===== src/rtl/lsf_pkg.sv =====
package lsf_pkg;

  // Strobes passed from the select control to the write-data datapath
  typedef struct packed {
    logic takeLoad;   // drive the write-back loaded word
    logic regMatch;   // source register equals load destination (nonzero)
  } fwdStrobe_t;

endpackage


===== src/rtl/lsf_ctrl.sv =====
module lsf_ctrl
  import lsf_pkg::*;
#(
  parameter int REG_W = 5
) (
  input  logic [REG_W-1:0] wbDestReg,
  input  logic             wbRegWrite,
  input  logic             wbMemToReg,
  input  logic [REG_W-1:0] memStoreSrcReg,
  input  logic             memMemWrite,
  output fwdStrobe_t       strobe
);

  localparam logic [REG_W-1:0] ZeroReg = '0;

  logic destLive;
  logic isLoadWrite;

  always_comb begin
    destLive        = (wbDestReg != ZeroReg);
    isLoadWrite     = wbRegWrite & wbMemToReg;
    strobe.regMatch = destLive & (wbDestReg == memStoreSrcReg);
    strobe.takeLoad = memMemWrite & isLoadWrite & strobe.regMatch;
  end

  always_comb begin

    sel_needs_store_chk: assert (!strobe.takeLoad || memMemWrite);

    sel_needs_regwrite_chk: assert (!strobe.takeLoad || wbRegWrite);

    sel_needs_load_chk: assert (!strobe.takeLoad || wbMemToReg);

    sel_not_reg0_chk: assert (!strobe.takeLoad || wbDestReg != ZeroReg);

    sel_reg_match_chk: assert (!strobe.takeLoad || wbDestReg == memStoreSrcReg);
  end

endmodule


===== src/rtl/lsf_datapath.sv =====
module lsf_datapath
  import lsf_pkg::*;
#(
  parameter int DATA_W = 32
) (
  input  fwdStrobe_t        strobe,
  input  logic [DATA_W-1:0] wbLoadData,
  input  logic [DATA_W-1:0] memStoreData,
  output logic [DATA_W-1:0] memWriteData
);

  always_comb begin
    if (strobe.takeLoad) memWriteData = wbLoadData;
    else                 memWriteData = memStoreData;
  end

endmodule


===== src/rtl/lsf_forward_unit.sv =====
module lsf_forward_unit
  import lsf_pkg::*;
#(
  parameter int DATA_W = 32,
  parameter int REG_W  = 5
) (
  input  logic [REG_W-1:0]  wbDestReg,
  input  logic              wbRegWrite,
  input  logic              wbMemToReg,
  input  logic [DATA_W-1:0] wbLoadData,
  input  logic [REG_W-1:0]  memStoreSrcReg,
  input  logic              memMemWrite,
  input  logic [DATA_W-1:0] memStoreData,
  output logic [DATA_W-1:0] memWriteData,
  output logic              fwdSel
);

  fwdStrobe_t strobe;

  lsf_ctrl #(.REG_W(REG_W)) u_ctrl (
    .wbDestReg      (wbDestReg),
    .wbRegWrite     (wbRegWrite),
    .wbMemToReg     (wbMemToReg),
    .memStoreSrcReg (memStoreSrcReg),
    .memMemWrite    (memMemWrite),
    .strobe         (strobe)
  );

  lsf_datapath #(.DATA_W(DATA_W)) u_dp (
    .strobe       (strobe),
    .wbLoadData   (wbLoadData),
    .memStoreData (memStoreData),
    .memWriteData (memWriteData)
  );

  assign fwdSel = strobe.takeLoad;

  always_comb begin

    fwd_load_data_chk: assert (!fwdSel || memWriteData == wbLoadData);

    pass_store_data_chk: assert (fwdSel || memWriteData == memStoreData);
  end

endmodule


===== config.mk =====
export PLATFORM = sky130hd
export DESIGN_NAME = lsf_forward_unit
export DESIGN_NICKNAME = d
export VERILOG_FILES = /design/src/rtl/lsf_pkg.sv /design/src/rtl/lsf_ctrl.sv /design/src/rtl/lsf_datapath.sv /design/src/rtl/lsf_forward_unit.sv
export SDC_FILE = /design/constraint.sdc
export NUM_CORES = 1
export LEC_CHECK = 0
export ABC_AREA = 1
export BUFFER_PORTS_ARGS = -buffer_cell sky130_fd_sc_hd__buf_2
export CAP_MARGIN = 20
export CORE_MARGIN = 5
export CORE_UTILIZATION = 30
export DETAILED_ROUTE_END_ITERATION = 8
export PLACE_DENSITY = 0.89
export SETUP_SLACK_MARGIN = 0.05
export SLEW_MARGIN = 5
export SYNTH_ARGS = -nofsm -noshare
export SYNTH_HDL_FRONTEND = slang
export SYNTH_HIERARCHICAL = 1
export SYNTH_SLANG_ARGS = --single-unit

===== constraint.sdc =====
create_clock -name vclk -period 2.1
set_clock_uncertainty 0.1 [all_clocks]
set_input_delay 0.21 -clock vclk [all_inputs]
set_output_delay 0.21 -clock vclk [all_outputs]
set_load 0.02 [all_outputs]

* Word-level counts from Yosys, hierarchy flattened *
Index checks and enable logic that the tools add are counted.
W data, S select, Z words.

cells by class
  add/subtract/negate cells = 0
  multiply operators = 0
  div/mod/pow operators = 0
  magnitude comparators = 0
  equality and inequality tests = 1
  shifts and indexed selects = 0
  multiplexer cells = 1
  bitwise gates (word level) = 4
  reductions and logical operators = 1

operators by type and width
  kind                number
  $mux W32            1
  $eq A5 B5 Y1        1
  $reduce_bool A5 Y1  1
  $and A1 B1 Y1       4

word-level totals
  flip-flop bits (word level) = 0
  bits in latches = 0
  RAM bits = 0
  ROM bits = 0
  input port bits = 77
  output and inout port bits = 33
  logic and storage cells = 7
  memories kept = 0

* Depth between registers and ports, before layout *
Gate-level depths: netlist of the first run.

  depth after elaboration = 4
  gate-level depth with buffers = 11
  gate-level depth less buffers = 9

* By module *
Netlist of the first run, hierarchy kept.

by module, submodules not included
  module        times used  cells each  area an instance (um2)  seq. area each (um2)
  lsf_datapath  1           104         491.7                   0.0
  lsf_ctrl      1           33          128.9                   0.0

* Worst setup path before layout of the first run *
No wires, ideal clock.

  path kind = input port to output port
  from = input memStoreSrcReg[2]
  to = output memWriteData[0]
  arrival = 1413 ps
  data required time = 1790 ps
  slack = 377 ps
  cell stages on the path = 10
  path buffers = 2
  cell sequence = inv_1 -> nand2_1 -> nand2_1 -> nor2_2 -> nand3_1 -> nor2_1 -> buf_6 -> clkbuf_8 -> nand2_1 -> nand2_1

on the way
  cells in the longest elaborated chain, start to end = 4

ends and longest elaborated chain
  element             RTL line                RTL
  start: declaration  lsf_forward_unit.sv:11  input logic [REG_W-1:0] memStoreSrcReg,
  $eq A5 B5 Y1        lsf_ctrl.sv:22          strobe.regMatch = destLive & (wbDestReg == memStoreSrcReg);
  $and A1 B1 Y1       lsf_ctrl.sv:22
  $and A1 B1 Y1       lsf_ctrl.sv:23          strobe.takeLoad = memMemWrite & isLoadWrite & strobe.regMatch;
  named net fwdSel    lsf_forward_unit.sv:15  output logic fwdSel
  $mux W32            lsf_datapath.sv:13      if (strobe.takeLoad) memWriteData = wbLoadData;
  end: declaration    lsf_forward_unit.sv:14  output logic [DATA_W-1:0] memWriteData,

The timed path passes the listed nets, and every way through them passes these cells.

* Worst setup path in the final report of the first run *
  from = input wbDestReg[1]
  to = output memWriteData[15]

on the way
  cells in the longest elaborated chain, start to end = 4
  elaborated cells between the ends (all ways) = 5
  those cells by class = eq/ne: 1; mux: 1; bitwise: 2; reduce/logical: 1

ends and longest elaborated chain
  element                                                    RTL line                        RTL
  start: declaration                                         lsf_forward_unit.sv:7           input logic [REG_W-1:0] wbDestReg,
  $eq A5 B5 Y1 / $reduce_bool A5 Y1 (equally long branches)  lsf_ctrl.sv:22, lsf_ctrl.sv:20
  $and A1 B1 Y1 *                                            lsf_ctrl.sv:22
  $and A1 B1 Y1 *                                            lsf_ctrl.sv:23
  $mux W32 *                                                 lsf_datapath.sv:13

Mark *: on every way between the ends. The rest lies on a longest branch, timed or not.

==> impl_metrics.toml, run 1 <==
[global_routing]
grt_pass1_wl_mm = 4.043
antenna_found_initial = 0
grt_start_max_net_pins = 33
grt.overflow.total = 0
grtUsageTotal_pct = 14.86
grt_pass1_vias = 940

[sta]
worst_pin_slew_ns = 0.2848
finalSetupViolCount = 0
finalHoldViolations = 0
slew_headroom_pct = 80.99
fin_setup_tns_ns = 0
clock.fmax_ghz = 0.5748
timing.hold.ws_ns = 0.6265
period_needed_ns = 1.740
rsz0062_at_grt = "false"
finalCritPeriodShare_pct = 82.85
drv_slew = 0
setup_slack_ns = 0.3602

[detailed_routing]
viasPerCell = 4.071
firstDrtPassIters = 4
drc = 0
routed_wl_mm = 2.516
vias = 1091
dr.first_iter.drc_count = 22
drtAntennaViolNets = 0
route.detailed.wl_per_inst_um = 9.388

[clock_network]
hold_buffers = 0
postCtsSetupRepairBufs = 0
cts_resized = 0

[pwr]
p_leak_nw = 0.8152
p_int_uw = 94.86
power_frac_clock_pct = 0
peakVddDrop_uv = 83.35
combPwrFrac_pct = 100.0
powerDensity_nw_per_um2 = 178.1
p_seq_share_pct = 0
p_sw_uw = 105.2
power_uw = 200.1
p_sw_share_pct = 52.59

[critical_path]
startpoint = "wbDestReg[1]"
critPathCaptureType = "output port"
crit_fanout = 18
start_kind = "input port"
critPathKind = "input port to output port"
crit_arrival_ns = 1.43
crit_required_ns = 1.79

[layout]
nFillCells = 215
seq_cells = 0
clock_buffers = 0
fin_nets = 320
stdcell_area_sq_um = 1124
ff_latch_area_sq_um = 0
area_growth_pct = 82.15
stdcell_count = 268
layout-drive-gt1-share_pct = 51.87
layout_common_cells = "buf_2 (110), nand2_1 (102), nand2_2 (10), inv_1 (8), nor2_1 (4)"
antenna-diode-count = 0
utilization_pct = 57.27
final_common_cell = "buf_2"

[placement]
placed_cells = 268
dp_hpwl_mm = 2.173
portBuffers = 110
place_ws_ns = 0.3452
post_dp_cell_area_sq_um = 1124
gp_congestion = 0.7814

[worst_hold_path]
hold-path-cell-count = 4
holdCritStartpoint = "memStoreData[25]"
hold_path_class = "input port to output port"
min_to = "memWriteData[25]"

[job]
cap_violations = 0

[floorplan]
start_util_pct = 31.44
rows = 16
die-area_sq_um = 3063
die_h_um = 55.35
fp.dieW_um = 55.35
io_pins = 110
core_sq_um = 1962

[logic_synthesis]
netlist_area_sq_um = 616.8
synth_cells = 136
syn_nets = 213
avgSynthCellArea_sq_um = 4.536
synth_warnings = 6

[status]
outcome = "completed"
metal layers:
metal | GRT usage, % | up-vias | part of all wire, %
met4 | 0.6944 | 0 | 0.52
met3 | 4.895 | 2 | 12
li1 | - | 605 | -
met1 | 16.07 | 419 | 39
met2 | 28.89 | 65 | 48
met5 | 0 | - | 0
final cells by class:
cell class                      count  area (sq um)  share of cell area, %
Timing Repair Buffer              112         565.5                  50.33
Tap cell                           27         33.78                  3.007
Inverter                            9         41.29                  3.675
Multi-Input combinational cell    120         483.0                  42.98
worst max-delay path, stage by stage:
cell and delay, ns:
buf_2 0.10, inv_1 0.04, nand2_1 0.04, nand2_1 0.05, nor2_1 0.09, nand3_1 0.09, nor2_2 0.24, buf_4 0.27
nand2_1 0.07, nand2_1 0.06, buf_2 0.15
power by group through the flow:
| stage | logic (mW) | registers (mW) | clock network (mW) |
|---|---|---|---|
| finish | 0.200 | 0 | 0 |
| detailed placement | 0.202 | 0 | 0 |
| CTS | 0.202 | 0 | 0 |
| global placement | 0.199 | 0 | 0 |
| global route | 0.223 | 0 | 0 |
| floorplan | 0.0942 | 0 | 0 |
how the worst max path moves through the flow:
| stage | end | slack [ns] | cells past startpoint |
|---|---|---|---|
| 2_1_floorplan | memWriteData[0] | 0.40 | 10 |
| 3_3_place_gp | memWriteData[23] | 0.37 | 11 |
| 3_5_place_dp | memWriteData[18] | 0.35 | 11 |
| 4_1_cts | memWriteData[18] | 0.34 | 11 |
| 5_1_grt | memWriteData[15] | 0.20 | 11 |
| 6_report | memWriteData[15] | 0.36 | 11 |
Note: power is estimated with default switching activity, not from simulation.
==> inputs of run 2 (changes only) <==
Settings changed: ABC_AREA 1 to 0, CORE_ASPECT_RATIO set to 0.6, CORE_UTILIZATION 30 to 28, PLACE_DENSITY 0.89 to 0.84.
Clock period 2.1 ns to 1.79 ns, I/O delays scaled along.
==> run 2 against run 1 <==
Effect of this change: the flow now finishes with violations (setup timing); wire length is 4.7% higher; total power rose by 46%; combinational power grew 46%; utilization up 4.8 points; cell area increased by 19%; die area increased by 7.6%; worst hold slack worse by 0.057 ns; global-route usage is 1.3 points lower; via count down 26%; sequential cell count unchanged; highest routed layer is now met3.
==> impl_metrics.toml, run 2 <==
[logic_synthesis]
syn_nets = 124
synth_cells = 47
netlist_area_sq_um = 621.8
synth_warnings = 6
avgSynthCellArea_sq_um = 13.23

[layout]
seq_cells = 0
utilization_pct = 62.06
ff_latch_area_sq_um = 0
fin_nets = 234
layout-drive-gt1-share_pct = 94.84
final_common_cell = "buf_2"
antenna-diode-count = 0
stdcell_area_sq_um = 1333
stdcell_count = 185
layout_common_cells = "buf_2 (89), mux2_4 (30), buf_6 (21), xnor2_1 (4)"
area_growth_pct = 114.3
clock_buffers = 0

[sta]
period_needed_ns = 1.944
finalSetupViolCount = 32
clock.fmax_ghz = 0.5144
drv_slew = 0
timing.hold.ws_ns = 0.5692
finalHoldViolations = 0
setup_slack_ns = -0.1539
worst_pin_slew_ns = 0.2584
rsz0062_at_grt = "true"
finalCritPeriodShare_pct = 108.6
slew_headroom_pct = 82.72
fin_setup_tns_ns = -4.353

[worst_hold_path]
hold_path_class = "input port to output port"

[floorplan]
io_pins = 110
start_util_pct = 28.96
die-area_sq_um = 3294
die_h_um = 46.51
rows = 13
fp.dieW_um = 70.84
core_sq_um = 2147

[critical_path]
crit_arrival_ns = 1.66
critPathCaptureType = "output port"
crit_fanout = 17
start_kind = "input port"
critPathKind = "input port to output port"
crit_required_ns = 1.51

[detailed_routing]
firstDrtPassIters = 4
drtAntennaViolNets = 0
drc = 0
vias = 805
dr.first_iter.drc_count = 34
routed_wl_mm = 2.633
route.detailed.wl_per_inst_um = 14.23
viasPerCell = 4.351

[pwr]
p_leak_nw = 0.7338
peakVddDrop_uv = 77.06
powerDensity_nw_per_um2 = 218.8

[clock_network]
hold_buffers = 0
postCtsSetupRepairBufs = 0

[global_routing]
grtUsageTotal_pct = 13.52
grt.overflow.total = 0
grt_pass1_vias = 842
grt_pass1_wl_mm = 3.705
grt_start_max_net_pins = 18
antenna_found_initial = 0

[status]
violations = "setup timing"
outcome = "finished with violations"

[job]
cap_violations = 0

[placement]
portBuffers = 110
placed_cells = 185
post_dp_cell_area_sq_um = 1201
dp_hpwl_mm = 2.302
gp_congestion = 0.8031
run 2: worst paths after layout:
path	cells after the start	start	end	slack, ns
setup / recovery	7	wbDestReg[0]	memWriteData[13]	-0.15
hold / removal	3	memStoreData[25]	memWriteData[25]	0.57
run 2: report_power, final:
part           internal [mW]  switching (mW)  total (mW)
combinational          0.174           0.117       0.292
clock                      0               0           0
sequential                 0               0           0
run 2: routing by layer:
layer  global-route usage [%]  share of wire (%)  vias to the layer above
met4                        0                  0                        0
met2                    31.68                 60                       46
met3                    2.614                8.4                        0
met1                    13.04                 32                      367
li1                         -                  -                      392
met5                        0                  0                        -
run 2: final cells by class:
cell class | instances | area [sq um]
Fill cell | 174 | 814.5
Multi-Input combinational cell | 43 | 573.1
Tap cell | 30 | 37.54
Timing Repair Buffer | 112 | 721.9
run 2: metrics by stage:
stage,worst slack [ns],total power [mW]
after detailed placement,-0.1852,0.2572
after global placement,-0.1583,0.2500
after floorplan,-0.04267,0.1335
final,-0.1539,0.2916
after CTS,-0.1573,0.2758
after global routing,-0.2033,0.3092
run 2: worst max-delay path: stages:
cell,delay [ns]
buf_6,0.09
or4_4,0.53
a21oi_4,0.15
nor3_4,0.08
buf_12,0.16
mux2_4,0.30
buf_2,0.16
run 2: repair_timing:
item	CTS	global route
gates resized for setup	20	20
pin swaps	0	1
endpoints found under the hold margin	0	0
endpoints found under the setup margin	32	32
==> inputs of run 3 (changes only) <==
Settings changed: SETUP_SLACK_MARGIN 0.05 to 0.2.
==> run 3 against run 2 <==
Effect of this change: the flow still finishes with violations (setup timing); setup slack is the same; first-iteration DRC count rose by 5.9%; non-clock buffer count stayed put; wire length is 0.15% higher; highest routed layer unchanged.
==> impl_metrics.toml, run 3 (same netlist as run 2, synthesis figures left out) <==
[status]
outcome = "finished with violations"
violations = "setup timing"

[placement]
dp_hpwl_mm = 2.302
gp_congestion = 0.8031
post_dp_cell_area_sq_um = 1201
portBuffers = 110

[detailed_routing]
route.detailed.wl_per_inst_um = 14.25
firstDrtPassIters = 4
drc = 0
vias = 805
routed_wl_mm = 2.637
drtAntennaViolNets = 0
viasPerCell = 4.351
dr.first_iter.drc_count = 36

[critical_path]
startpoint = "wbDestReg[0]"
critPathCaptureType = "output port"
crit_fanout = 17
critPathKind = "input port to output port"
critPathCapture = "memWriteData[13]"
start_kind = "input port"
crit_arrival_ns = 1.66
crit_required_ns = 1.51

[layout]
fin_nets = 234
layout-drive-gt1-share_pct = 94.84
area_growth_pct = 114.7
nFillCells = 175
antenna-diode-count = 0
ff_latch_area_sq_um = 0
seq_cells = 0
final_common_cell = "buf_2"
clock_buffers = 0
layout_common_cells = "buf_2 (88), mux2_4 (30), buf_6 (21), xnor2_1 (4)"
utilization_pct = 62.18
stdcell_area_sq_um = 1335
multi_input_area_sq_um = 573.1

[floorplan]
core_sq_um = 2147
rows = 13
io_pins = 110
start_util_pct = 28.96
die-area_sq_um = 3294
die_h_um = 46.51
fp.dieW_um = 70.84

[clock_network]
postCtsSetupRepairBufs = 0

[sta]
finalHoldViolations = 0
finalCritPeriodShare_pct = 108.6
setup_slack_ns = -0.1539
drv_slew = 0
rsz0062_at_grt = "true"
timing.hold.ws_ns = 0.5692
period_needed_ns = 1.944
clock.fmax_ghz = 0.5144
slew_headroom_pct = 82.72
finalSetupViolCount = 32
worst_pin_slew_ns = 0.2584

[pwr]
powerDensity_nw_per_um2 = 218.5
power_uw = 291.7
p_leak_nw = 0.7337
peakVddDrop_uv = 77.07

[global_routing]
grt_pass1_vias = 842
antenna_found_initial = 0
grtUsageTotal_pct = 13.52
grt.overflow.total = 0
grt_start_max_net_pins = 18
grt_pass1_wl_mm = 3.705

[job]
cap_violations = 0

[worst_hold_path]
hold_path_class = "input port to output port"
-- run 3: cell counts in the layout (fill, tap and decap cells not counted) --
Identical to the previous run, type by type.
-- run 3: worst min path at each step --
| stage | startpoint | cells after the start | slack [ns] | to |
|---|---|---|---|---|
| 2_1_floorplan | wbMemToReg | 2 | 0.41 | fwdSel |
| 6_report | memStoreData[25] | 3 | 0.57 | memWriteData[25] |
| 3_3_place_gp | wbLoadData[11] | 3 | 0.60 | memWriteData[11] |
| 5_1_grt | wbLoadData[18] | 3 | 0.58 | memWriteData[18] |
| 3_5_place_dp | memStoreData[2] | 3 | 0.60 | memWriteData[2] |
| 4_1_cts | wbLoadData[4] | 3 | 0.57 | memWriteData[4] |
-- run 3: layout make-up --
type	instances	area share, %
tap	30	2.812
multi-input combinational	43	42.92
timing repair buffer	112	54.26
-- run 3: per-stage QoR --
step	TNS (ns)	setup WS (ns)	instances
CTS	-4.653	-0.1573	185
global placement	-4.925	-0.1583	185
detailed placement	-5.495	-0.1852	185
global route	-5.769	-0.2033	185
floorplan	-1.280	-0.04267	47
finish	-4.357	-0.1539	185
-- run 3: repair_timing --
action                                 in CTS  in global routing
endpoints found under the hold margin       0                  0
resized for setup                          21                 20
hold buffers                                0                  0
setup endpoints to repair                  33                 33
pin swaps                                   0                  1
-- run 3: power by group --
group          switching (mW)  internal, mW  leakage, nW
combinational           0.118         0.174        0.734
clock                       0             0            0
sequential                  0             0            0
total                   0.118         0.174        0.734
-- run 3: metal layers --
layer  share of wire [%]  GRT usage [%]  vias up  routed length, um
li1                    -              -      392                  -
met1                  32          13.04      367                846
met2                  59          31.68       46               1569
met3                 8.4          2.614        0                221
met4                   0              0        0                  0
met5                   0              0        -                  0
-- run 3: critical path, stage by stage --
cell and delay [ns]:
buf_6 0.09, or4_4 0.53, a21oi_4 0.15, nor3_4 0.08, buf_12 0.16, mux2_4 0.30
buf_2 0.16
